**config.mk**
```make
export PLATFORM = sky130hd
export DESIGN_NAME = phy_lpbk_seq
export DESIGN_NICKNAME = d
export VERILOG_FILES = /design/src/rtl/phy_lpbk_pkg.sv /design/src/rtl/phy_lpbk_steps.sv /design/src/rtl/phy_lpbk_rmw.sv /design/src/rtl/phy_lpbk_seq.sv
export SDC_FILE = /design/constraint.sdc
export NUM_CORES = 1
export LEC_CHECK = 0
export BUFFER_PORTS_ARGS = -buffer_cell sky130_fd_sc_hd__buf_2
export CAP_MARGIN = 20
export CORE_MARGIN = 2
export CORE_UTILIZATION = 59
export DETAILED_ROUTE_END_ITERATION = 8
export PLACE_DENSITY = 0.95
export SYNTH_ARGS = -nofsm -noshare
export SYNTH_HDL_FRONTEND = slang
export SYNTH_HIERARCHICAL = 1
export SYNTH_SLANG_ARGS = --single-unit
```
**constraint.sdc**
```tcl
create_clock -name clk_i -period 2.9 [get_ports clk_i]
set_input_delay 0.435 -clock clk_i [delete_from_list [all_inputs] [get_ports clk_i]]
set_output_delay 0.435 -clock clk_i [all_outputs]
set_load 0.01 [all_outputs]
```
**src/rtl/phy_lpbk_pkg.sv**
```systemverilog
package phy_lpbk_pkg;

  typedef enum logic [2:0] {
    T_IDLE,
    T_LOCK,
    T_ID,
    T_STEP,
    T_FIN
  } seq_st_e;

  typedef enum logic [2:0] {
    E_IDLE,
    E_RD_REQ,
    E_RD_WAIT,
    E_WR_REQ,
    E_WR_WAIT
  } rmw_st_e;

endpackage

```
**src/rtl/phy_lpbk_steps.sv**
```systemverilog
module phy_lpbk_steps #(
  parameter int unsigned DEV_W   = 5,
  parameter int unsigned REG_W   = 16,
  parameter int unsigned BIT_W   = 4,
  parameter int unsigned CTL_DEV = 1,
  parameter int unsigned CTL_REG = 0,
  parameter int unsigned CTL_BIT = 0,
  parameter int unsigned VND_DEV = 1,
  parameter int unsigned VND_REG = 'hC017,
  parameter int unsigned VND_BIT = 2,
  parameter int unsigned XS_DEV  = 4,
  parameter int unsigned XS_REG  = 'hC000,
  parameter int unsigned XS_BIT  = 15
) (
  input  logic             known_i,
  input  logic             enable_i,
  input  logic             idx_i,
  output logic [DEV_W-1:0] dev_o,
  output logic [REG_W-1:0] reg_o,
  output logic [BIT_W-1:0] bit_o,
  output logic             last_o
);

  logic use_xs;

  // disable walks the two-register path backwards
  assign use_xs = enable_i ? idx_i : ~idx_i;

  always_comb begin
    if (known_i) begin
      dev_o  = DEV_W'(CTL_DEV);
      reg_o  = REG_W'(CTL_REG);
      bit_o  = BIT_W'(CTL_BIT);
      last_o = 1'b1;
    end else if (use_xs) begin
      dev_o  = DEV_W'(XS_DEV);
      reg_o  = REG_W'(XS_REG);
      bit_o  = BIT_W'(XS_BIT);
      last_o = idx_i;
    end else begin
      dev_o  = DEV_W'(VND_DEV);
      reg_o  = REG_W'(VND_REG);
      bit_o  = BIT_W'(VND_BIT);
      last_o = idx_i;
    end
  end

endmodule

```
**src/rtl/phy_lpbk_rmw.sv**
```systemverilog
module phy_lpbk_rmw
  import phy_lpbk_pkg::*;
#(
  parameter int unsigned DEV_W  = 5,
  parameter int unsigned REG_W  = 16,
  parameter int unsigned DATA_W = 16,
  localparam int unsigned BIT_W = $clog2(DATA_W)
) (
  input  logic              clk_i,
  input  logic              rst_ni,
  input  logic              start_i,
  input  logic              rd_only_i,
  input  logic              set_i,
  input  logic [DEV_W-1:0]  dev_i,
  input  logic [REG_W-1:0]  reg_i,
  input  logic [BIT_W-1:0]  bit_i,
  output logic              done_o,
  output logic              mdio_req_o,
  output logic              mdio_we_o,
  output logic [DEV_W-1:0]  mdio_dev_o,
  output logic [REG_W-1:0]  mdio_reg_o,
  output logic [DATA_W-1:0] mdio_wdata_o,
  input  logic [DATA_W-1:0] mdio_rdata_i,
  input  logic              mdio_done_i
);

  rmw_st_e           st_q;
  logic              ronly_q, set_q;
  logic [DEV_W-1:0]  dev_q;
  logic [REG_W-1:0]  reg_q;
  logic [BIT_W-1:0]  bit_q;
  logic [DATA_W-1:0] rd_q, mask;

  always_ff @(posedge clk_i or negedge rst_ni) begin
    if (!rst_ni) begin
      st_q    <= E_IDLE;
      ronly_q <= 1'b0;
      set_q   <= 1'b0;
      dev_q   <= '0;
      reg_q   <= '0;
      bit_q   <= '0;
      rd_q    <= '0;
    end else begin
      unique case (st_q)
        E_IDLE: if (start_i) begin
          ronly_q <= rd_only_i;
          set_q   <= set_i;
          dev_q   <= dev_i;
          reg_q   <= reg_i;
          bit_q   <= bit_i;
          st_q    <= E_RD_REQ;
        end
        E_RD_REQ: st_q <= E_RD_WAIT;
        E_RD_WAIT: if (mdio_done_i) begin
          rd_q <= mdio_rdata_i;
          st_q <= ronly_q ? E_IDLE : E_WR_REQ;
        end
        E_WR_REQ: st_q <= E_WR_WAIT;
        E_WR_WAIT: if (mdio_done_i) st_q <= E_IDLE;
        default: st_q <= E_IDLE;
      endcase
    end
  end

  assign mask         = DATA_W'(1) << bit_q;
  assign mdio_wdata_o = set_q ? (rd_q | mask) : (rd_q & ~mask);
  assign mdio_req_o   = (st_q == E_RD_REQ) || (st_q == E_WR_REQ);
  assign mdio_we_o    = (st_q == E_WR_REQ) || (st_q == E_WR_WAIT);
  assign mdio_dev_o   = dev_q;
  assign mdio_reg_o   = reg_q;
  assign done_o       = mdio_done_i &&
                        ((st_q == E_WR_WAIT) || (st_q == E_RD_WAIT && ronly_q));

  p_one_req_r9: assert property (@(posedge clk_i) disable iff (!rst_ni)
    mdio_req_o |=> !mdio_req_o);

  p_keep_bits_r8: assert property (@(posedge clk_i) disable iff (!rst_ni)
    (mdio_req_o && mdio_we_o) |-> ($countones(mdio_wdata_o ^ rd_q) <= 1));

  p_start_idle_r9: assert property (@(posedge clk_i) disable iff (!rst_ni)
    start_i |-> (st_q == E_IDLE));

endmodule

```
**src/rtl/phy_lpbk_seq.sv**
```systemverilog
module phy_lpbk_seq
  import phy_lpbk_pkg::*;
#(
  parameter int unsigned DEV_W    = 5,
  parameter int unsigned REG_W    = 16,
  parameter int unsigned DATA_W   = 16,
  parameter int unsigned ID_DEV   = 1,
  parameter int unsigned ID_REG   = 2,
  parameter int unsigned ID_A     = 'h0043,
  parameter int unsigned ID_B     = 'h0240,
  parameter int unsigned CTL_DEV  = 1,
  parameter int unsigned CTL_REG  = 0,
  parameter int unsigned CTL_BIT  = 0,
  parameter int unsigned VND_DEV  = 1,
  parameter int unsigned VND_REG  = 'hC017,
  parameter int unsigned VND_BIT  = 2,
  parameter int unsigned XS_DEV   = 4,
  parameter int unsigned XS_REG   = 'hC000,
  parameter int unsigned XS_BIT   = 15
) (
  input  logic              clk_i,
  input  logic              rst_ni,
  input  logic              cmd_valid_i,
  input  logic              cmd_enable_i,
  output logic              busy_o,
  output logic              done_o,
  output logic              err_o,
  output logic              lock_req_o,
  input  logic              lock_gnt_i,
  input  logic              lock_fail_i,
  output logic              mdio_req_o,
  output logic              mdio_we_o,
  output logic [DEV_W-1:0]  mdio_dev_o,
  output logic [REG_W-1:0]  mdio_reg_o,
  output logic [DATA_W-1:0] mdio_wdata_o,
  input  logic [DATA_W-1:0] mdio_rdata_i,
  input  logic              mdio_done_i
);

  localparam int unsigned BIT_W = $clog2(DATA_W);

  seq_st_e          st_q;
  logic             en_q, known_q, idx_q, go_q, err_q;
  logic [DEV_W-1:0] t_dev, e_dev;
  logic [REG_W-1:0] t_reg, e_reg;
  logic [BIT_W-1:0] t_bit, e_bit;
  logic             t_last, e_ronly, e_done, id_hit;

  phy_lpbk_steps #(
    .DEV_W(DEV_W), .REG_W(REG_W), .BIT_W(BIT_W),
    .CTL_DEV(CTL_DEV), .CTL_REG(CTL_REG), .CTL_BIT(CTL_BIT),
    .VND_DEV(VND_DEV), .VND_REG(VND_REG), .VND_BIT(VND_BIT),
    .XS_DEV(XS_DEV), .XS_REG(XS_REG), .XS_BIT(XS_BIT)
  ) u_steps (
    .known_i (known_q),
    .enable_i(en_q),
    .idx_i   (idx_q),
    .dev_o   (t_dev),
    .reg_o   (t_reg),
    .bit_o   (t_bit),
    .last_o  (t_last)
  );

  always_comb begin
    if (st_q == T_ID) begin
      e_dev   = DEV_W'(ID_DEV);
      e_reg   = REG_W'(ID_REG);
      e_bit   = '0;
      e_ronly = 1'b1;
    end else begin
      e_dev   = t_dev;
      e_reg   = t_reg;
      e_bit   = t_bit;
      e_ronly = 1'b0;
    end
  end

  phy_lpbk_rmw #(
    .DEV_W(DEV_W), .REG_W(REG_W), .DATA_W(DATA_W)
  ) u_rmw (
    .clk_i       (clk_i),
    .rst_ni      (rst_ni),
    .start_i     (go_q),
    .rd_only_i   (e_ronly),
    .set_i       (en_q),
    .dev_i       (e_dev),
    .reg_i       (e_reg),
    .bit_i       (e_bit),
    .done_o      (e_done),
    .mdio_req_o  (mdio_req_o),
    .mdio_we_o   (mdio_we_o),
    .mdio_dev_o  (mdio_dev_o),
    .mdio_reg_o  (mdio_reg_o),
    .mdio_wdata_o(mdio_wdata_o),
    .mdio_rdata_i(mdio_rdata_i),
    .mdio_done_i (mdio_done_i)
  );

  assign id_hit = (mdio_rdata_i == DATA_W'(ID_A)) || (mdio_rdata_i == DATA_W'(ID_B));

  always_ff @(posedge clk_i or negedge rst_ni) begin
    if (!rst_ni) begin
      st_q    <= T_IDLE;
      en_q    <= 1'b0;
      known_q <= 1'b0;
      idx_q   <= 1'b0;
      go_q    <= 1'b0;
      err_q   <= 1'b0;
    end else begin
      go_q <= 1'b0;
      unique case (st_q)
        T_IDLE: if (cmd_valid_i) begin
          en_q  <= cmd_enable_i;
          err_q <= 1'b0;
          st_q  <= T_LOCK;
        end
        T_LOCK: begin
          if (lock_fail_i) begin
            err_q <= 1'b1;
            st_q  <= T_FIN;
          end else if (lock_gnt_i) begin
            go_q <= 1'b1;
            st_q <= T_ID;
          end
        end
        T_ID: if (e_done) begin
          known_q <= id_hit;
          idx_q   <= 1'b0;
          go_q    <= 1'b1;
          st_q    <= T_STEP;
        end
        T_STEP: if (e_done) begin
          if (t_last) begin
            st_q <= T_FIN;
          end else begin
            idx_q <= 1'b1;
            go_q  <= 1'b1;
          end
        end
        T_FIN: st_q <= T_IDLE;
        default: st_q <= T_IDLE;
      endcase
    end
  end

  assign busy_o     = (st_q != T_IDLE);
  assign done_o     = (st_q == T_FIN);
  assign err_o      = (st_q == T_FIN) && err_q;
  assign lock_req_o = (st_q == T_LOCK) || (st_q == T_ID) || (st_q == T_STEP);

  p_req_locked_r12: assert property (@(posedge clk_i) disable iff (!rst_ni)
    mdio_req_o |-> (lock_req_o && st_q != T_LOCK));

  p_done_pulse_r10: assert property (@(posedge clk_i) disable iff (!rst_ni)
    done_o |=> !done_o);

  p_done_unlock_r10: assert property (@(posedge clk_i) disable iff (!rst_ni)
    done_o |-> !lock_req_o);

  p_hold_dir_r11: assert property (@(posedge clk_i) disable iff (!rst_ni)
    (busy_o && !done_o) |=> $stable(en_q));

  p_fail_ends_r3: assert property (@(posedge clk_i) disable iff (!rst_ni)
    (st_q == T_LOCK && lock_fail_i) |=> (done_o && err_o));

  p_accept_r2: assert property (@(posedge clk_i) disable iff (!rst_ni)
    (!busy_o && cmd_valid_i) |=> (busy_o && lock_req_o));

endmodule

```
* Yosys cells after proc, flatten, opt, wreduce, memory -nomap -nowiden
Cells that the tools add are included.
W data, S select, Z words.
** Storage, ports and cells
- Input port bits :: 23
- Register bits :: 54
- Output and inout port bits :: 43
** Operators by class
- Reductions and logical operators :: 22
- Equal/unequal tests :: 20
- Muxes and demuxes :: 38
- Shifts and indexed selects :: 1
- Bitwise logic cells :: 4
** Operator list (count)
- $mux W16 :: 3
- $mux W3 :: 10
- $ne A2 B2 Y1 const B :: 9
- $and A16 B16 Y16 :: 1
- $eq A16 B10 Y1 const B :: 1
- $eq A16 B7 Y1 const B :: 1
- $not A16 Y16 :: 1
- $or A16 B16 Y16 :: 1
- $shl A1 B4 Y16 const A :: 1
- $mux W5 :: 3
- $pmux W3 S5 :: 1
- $mux W1 :: 13
- $eq A3 B2 Y1 const B :: 4
- $mux W4 :: 3
- $pmux W3 S4 :: 1
- $reduce_and A2 Y1 :: 4
- $eq A3 B1 Y1 const B :: 2
- $eq A3 B3 Y1 const B :: 2
- $logic_not A3 Y1 :: 2
- $logic_or A1 B1 Y1 :: 6
- $reduce_and A3 Y1 :: 2
- $reduce_and A5 Y1 :: 1
- $pmux W1 S2 :: 2
- $reduce_and A4 Y1 :: 1
- 7 further kinds :: 10

* Longest topological paths before layout
- Depth in word-level cells :: 6
- Gate-level depth with buffers :: 6
- Depth with buffers taken out :: 6

* Cells and area by module
The synthesis kept the hierarchy.
** Modules (own cells, without submodules)
- phy_lpbk_rmw :: instances 1, area an instance 2099.5 µm², sequential area each 1151.1 µm², cells each 152
- phy_lpbk_seq :: instances 1, area an instance 630.6 µm², sequential area each 200.2 µm², cells each 80
- phy_lpbk_steps :: instances 1, area an instance 193.9 µm², sequential area each 0.0 µm², cells each 28

* Worst setup path after synthesis
Ideal clock, no wire load.
- Kind :: register to register
- From :: reg u_rmw.st_q[2]
- To :: reg known_q
- Path buffers :: 1
- Cell stages (with the launch flop) :: 7
- Arrival time :: 1727 ps
- Setup slack :: 1097 ps
- Path through :: dfrtp_1 > buf_2 > mux2_2 > nor3b_1 > nand2_1 > a2111o_1 > o21ai_1
** Between the ends
- Cells in the longest elaborated chain, start to end :: 5
** RTL lines
- start: declaration :: line phy_lpbk_rmw.sv:27 : rmw_st_e st_q;
- start signal: assignment :: line phy_lpbk_rmw.sv:56 : st_q <= ronly_q ? E_IDLE : E_WR_REQ;
- $eq A3 B2 Y1 :: line phy_lpbk_rmw.sv:72 : ((st_q == E_WR_WAIT) || (st_q == E_RD_WAIT && ronly_q));
- $logic_and A1 B1 Y1 :: line phy_lpbk_rmw.sv:72
- $logic_or A1 B1 Y1 * :: line phy_lpbk_rmw.sv:72
- $logic_and A1 B1 Y1 * :: line phy_lpbk_rmw.sv:71 : assign done_o = mdio_done_i &&
- net e_done :: line phy_lpbk_seq.sv:47 : logic t_last, e_ronly, e_done, id_hit;
- $reduce_and A2 Y1 (no line) *
- end signal: assignment :: line phy_lpbk_seq.sv:127 : known_q <= id_hit;
- end: declaration :: line phy_lpbk_seq.sv:43 : logic en_q, known_q, idx_q, go_q, err_q;
The timed path passes the listed nets; every way through them passes the cells marked *.
A chain may end at the register's enable or synchronous reset.

* Worst setup path in the final report
- From :: reg u_rmw.bit_q[1]
- To :: out mdio_wdata_o[8]
** Between the ends
- Cells in the longest elaborated chain, start to end :: 4
** RTL lines
- start: declaration :: line phy_lpbk_rmw.sv:31 : logic [BIT_W-1:0] bit_q;
- start signal: assignment :: line phy_lpbk_rmw.sv:50 : bit_q <= bit_i;
- $shl A1 B4 Y16 * :: line phy_lpbk_rmw.sv:65 : assign mask = DATA_W'(1) << bit_q;
- $not A16 Y16 :: line phy_lpbk_rmw.sv:66 : assign mdio_wdata_o = set_q ? (rd_q | mask) : (rd_q & ~mask);
- $and A16 B16 Y16 :: line phy_lpbk_rmw.sv:66
- $mux W16 * :: line phy_lpbk_rmw.sv:66
- end: declaration :: line phy_lpbk_seq.sv:35 : output logic [DATA_W-1:0] mdio_wdata_o,
Every way passes the cells marked *; elsewhere a longest branch is shown, timed or not.

==> results.md <==
- Outcome: complete, no violations
- Post-route ant nets: 0
- CTS tree: yes
- First-pass GRT wire length: ~9000 µm
- Core area: between 0.004 and 0.005 mm²
- Total track usage: 21.46%
- Die Y: about 74 µm
- CP startpoint kind: flop
- Fin cells: between 300 and 400
- Worst Reg-to-Reg Cells: 5
- Max layer used: met4
- Cell Chain, Critical Path: nand2b_1 -> nor3_1 -> mux2_2 -> buf_2
- Routed vias/inst: between 5 and 6
- Post-synthesis mux area share: approximately a quarter
- Final Critical Period: about 2.2 ns
- H-tree levels: 2
- Adder-Cell Fraction of Synth Area: 0%
- P_int: approximately 2100 µW
- GR Overflow Total: 0
- Rows: 25
- Die area: 0.005535 mm²
- Power share of the clock group: between 10% and 20%
- I/O pin count: between 60 and 70
- R2R Setup Slk: around 0.7 ns
- GP Congestion: 0.8438
- Asr flop ratio synth: 100.0%
- Die W: 74.40 µm
- Met1 wire length: between 2000 and 2500 µm
- Sequential power share: between 40% and 50%
- Seq cells post-synth: between 50 and 60
- Post-synth EDFFs: 0
- Deepest clock path buffer count: 2
- Post-DP HPWL: approximately 4300 µm
- Critical Path Fanout Max: 8
- Root Buffer: clkbuf_8
- PostCTS Resize Cnt: 0
- Dpl ws: between 0.7 and 0.8 ns
- Final WL: between 5000 and 6000 µm
- Final setup fails: 0
- Largest stage delay, worst path: approximately 0.46 ns
- CP endpoint kind: output port
- CP max-delay cell: dfrtp_1
- Number of CTS-inserted buffers: 5
- # clock sinks: between 50 and 60
- Critical Path AT: around 1.8 ns
- Netlist Area Pre-Place: roughly 0.0029 mm²
- Setup TNS Final: 0 ns
- Hold buffer count at cts: 0
- CP required: approximately 2.5 ns
- Worst vdd ir: a little under 0.7 mV
- Drt first pass iters: 4
- HP Class: in2async
- Synth Area in Simple Gates: a little under a fifth
- Pwr per Cell Area: ~1100 mW/mm²
- Iteration-0 DRC Markers: approximately 100
- Yosys cell types: 42
- Filler cells: roughly 360
- Wire length per cell: ~15 µm
- Worst rel slew slack: 50.01%
- Vias in the first global route: approximately 1900
- Psw: roughly 1300 µW
- Final Hold Vio Count: 0
- Antenna cells: 0
- Proportion of power drawn by combinational gates: a little under half
- Number of cells on the critical path: 4
- Unrepaired setup endpoints after global routing: no
- Setup WS post-layout: about 0.70 ns
- Avg Inst Size Synth: 11.25 µm²
- Initial Util: 61.50%
- Max Fclk: 453.9 MHz
- Max_cap viols: 0
- Input/output buffers: 65
- Layout overhead on the synthesized area: 11.94%
- Placed cells: 376
- Setup Skew: 0.003109 ns
- Max-slew violations: 0
- Synth Area in Compound Gates: about 3.3%
- Combinational family with the most area after synthesis: multiplexers
- Post-synthesis xor/xnor area fraction: less than 1%
- Switch share: around two fifths
- Clock-pin slew on the worst setup and hold paths: about 0.090 ns
- Layout cell share with drive strength beyond 1: between 40% and 50%
- Fin nets: around 340
- WL met3: ~230 µm
- Worst path bufs/invs: 1
- Main synth FF type: dfrtp_1
- Period utilization: between 70 and 80%
- Post-route DRC: 0
- Post-CTS setup buffer count: 0
- Initial antenna violation count: 0
- Worst slew pin tran: ~0.75 ns
- Critical path class: reg2out
- Largest net degree at the start of global routing: 27
- Metal2 WL: ~3000 µm
- Cells after Synth: 260
- Kind of cell adding the most delay to the critical path: simple AND/OR/NAND/NOR gates
- Skew-Pair Late Insertion Delay: roughly 0.3 ns
- Vias: slightly below 2000
- YS warnings: 6
- Sequential fraction of the synthesis area: 46.21%
- Static Leakage: approximately 0.0015 µW
flip-flops by register name, summed over array words and instances (netlist names):
register	count
go_q	1
en_q	1
idx_q	1
u_rmw/ronly_q	1
u_rmw/set_q	1
err_q	1
u_rmw/rd_q	16
u_rmw/mdio_dev_o	5
st_q	3
u_rmw/st_q	3
u_rmw/mdio_reg_o	16
u_rmw/bit_q	4
known_q	1
final cells by class:
cell class | count | area [µm²] | area share, %
Tap cell | 67 | 83.83 | 2.561
Sequential cell | 54 | 1351 | 41.28
Multi-Input combinational cell | 184 | 1384 | 42.28
Clock inverter | 1 | 5.005 | 0.1529
Inverter | 2 | 7.507 | 0.2294
Timing Repair Buffer | 69 | 355.3 | 10.86
Clock buffer | 7 | 86.33 | 2.638
cell usage after synthesis (all sizes together), types with 2 or more instances:
cell type	count	area (µm²)
a21oi	4	20.02
and2	2	12.51
buf	29	215.2
clkbuf	3	11.26
dfrtp	54	1351
inv	2	7.500
mux2	61	686.9
nand2	13	48.80
nand2b	8	57.55
nand3	2	10.01
nand3b	2	15.01
nor2	17	63.81
nor2b	24	150.1
nor3	13	92.59
nor3b	2	15.01
nor4	2	12.51
o21ai	5	25.02
or2	3	18.77
cells in the final DEF, fill, tap and decap left out, drive strengths merged:
cell    count
and3        1
conb       13
nor4        2
dfrtp      54
o32a        1
or3         1
nor3b       2
clkinv      1
a2111o      1
a21oi       4
o21a        1
nand4       1
nor4bb      1
inv         2
a31oi       1
or3b        1
nor2       17
nand2      13
nor4b       1
xnor2       1
mux2       61
clkbuf      7
o31ai       1
buf        69
a221oi      1
nand3b      2
nor3       13
nand3       2
or2         3
nand2b      8
and2        2
nor2b      24
o21ai       5
worst paths after layout:
path	to	start
max in group asynchronous	u_rmw/rd_q[13]	rst_ni
min in group clk_i	en_q	cmd_enable_i
min reg2reg	u_rmw/mdio_reg_o[8]	u_rmw/mdio_reg_o[8]
max reg2reg	known_q	u_rmw/st_q[2]
min	u_rmw/mdio_dev_o[4]	rst_ni
max	mdio_wdata_o[8]	u_rmw/bit_q[1]
cell families after synthesis:
| family | count (synthesis) |
|---|---|
| other cells | 1 |
| buf+inv | 34 |
| xor+xnor | 1 |
| mux | 61 |
| flops | 54 |
| compound gates | 15 |
| simple gates | 94 |
metal layers:
metal	vias up	GRT usage, %
met3	8	4.878
met2	47	35.30
met1	947	27.21
met4	0	9.524
li1	978	-
met5	-	0
power groups by stage:
stage / Sequential, µW / Combinational (µW) / Clock [µW]
after floorplan: 1370 / 1230 / 0
after global placement: 1410 / 1520 / 0
after detailed placement: 1440 / 1590 / 0
after CTS: 1430 / 1600 / 435
after global routing: 1490 / 1730 / 469
final: 1430 / 1590 / 423
stage by stage:
step / cell area, µm² / hold WS, ns / total power [µW] / util, %
after detailed placement: 3182 / 0.4002 / 3033 / 66.92
after global routing: 3273 / 0.08932 / 3689 / 68.84
after CTS: 3273 / 0.06770 / 3460 / 68.84
after global placement: 3182 / 0.3888 / 2934 / 66.92
after floorplan: 2969 / 0.1394 / 2600 / -
final: 3273 / 0.05510 / 3442 / 68.84
Power figures use the tool's default switching activity.
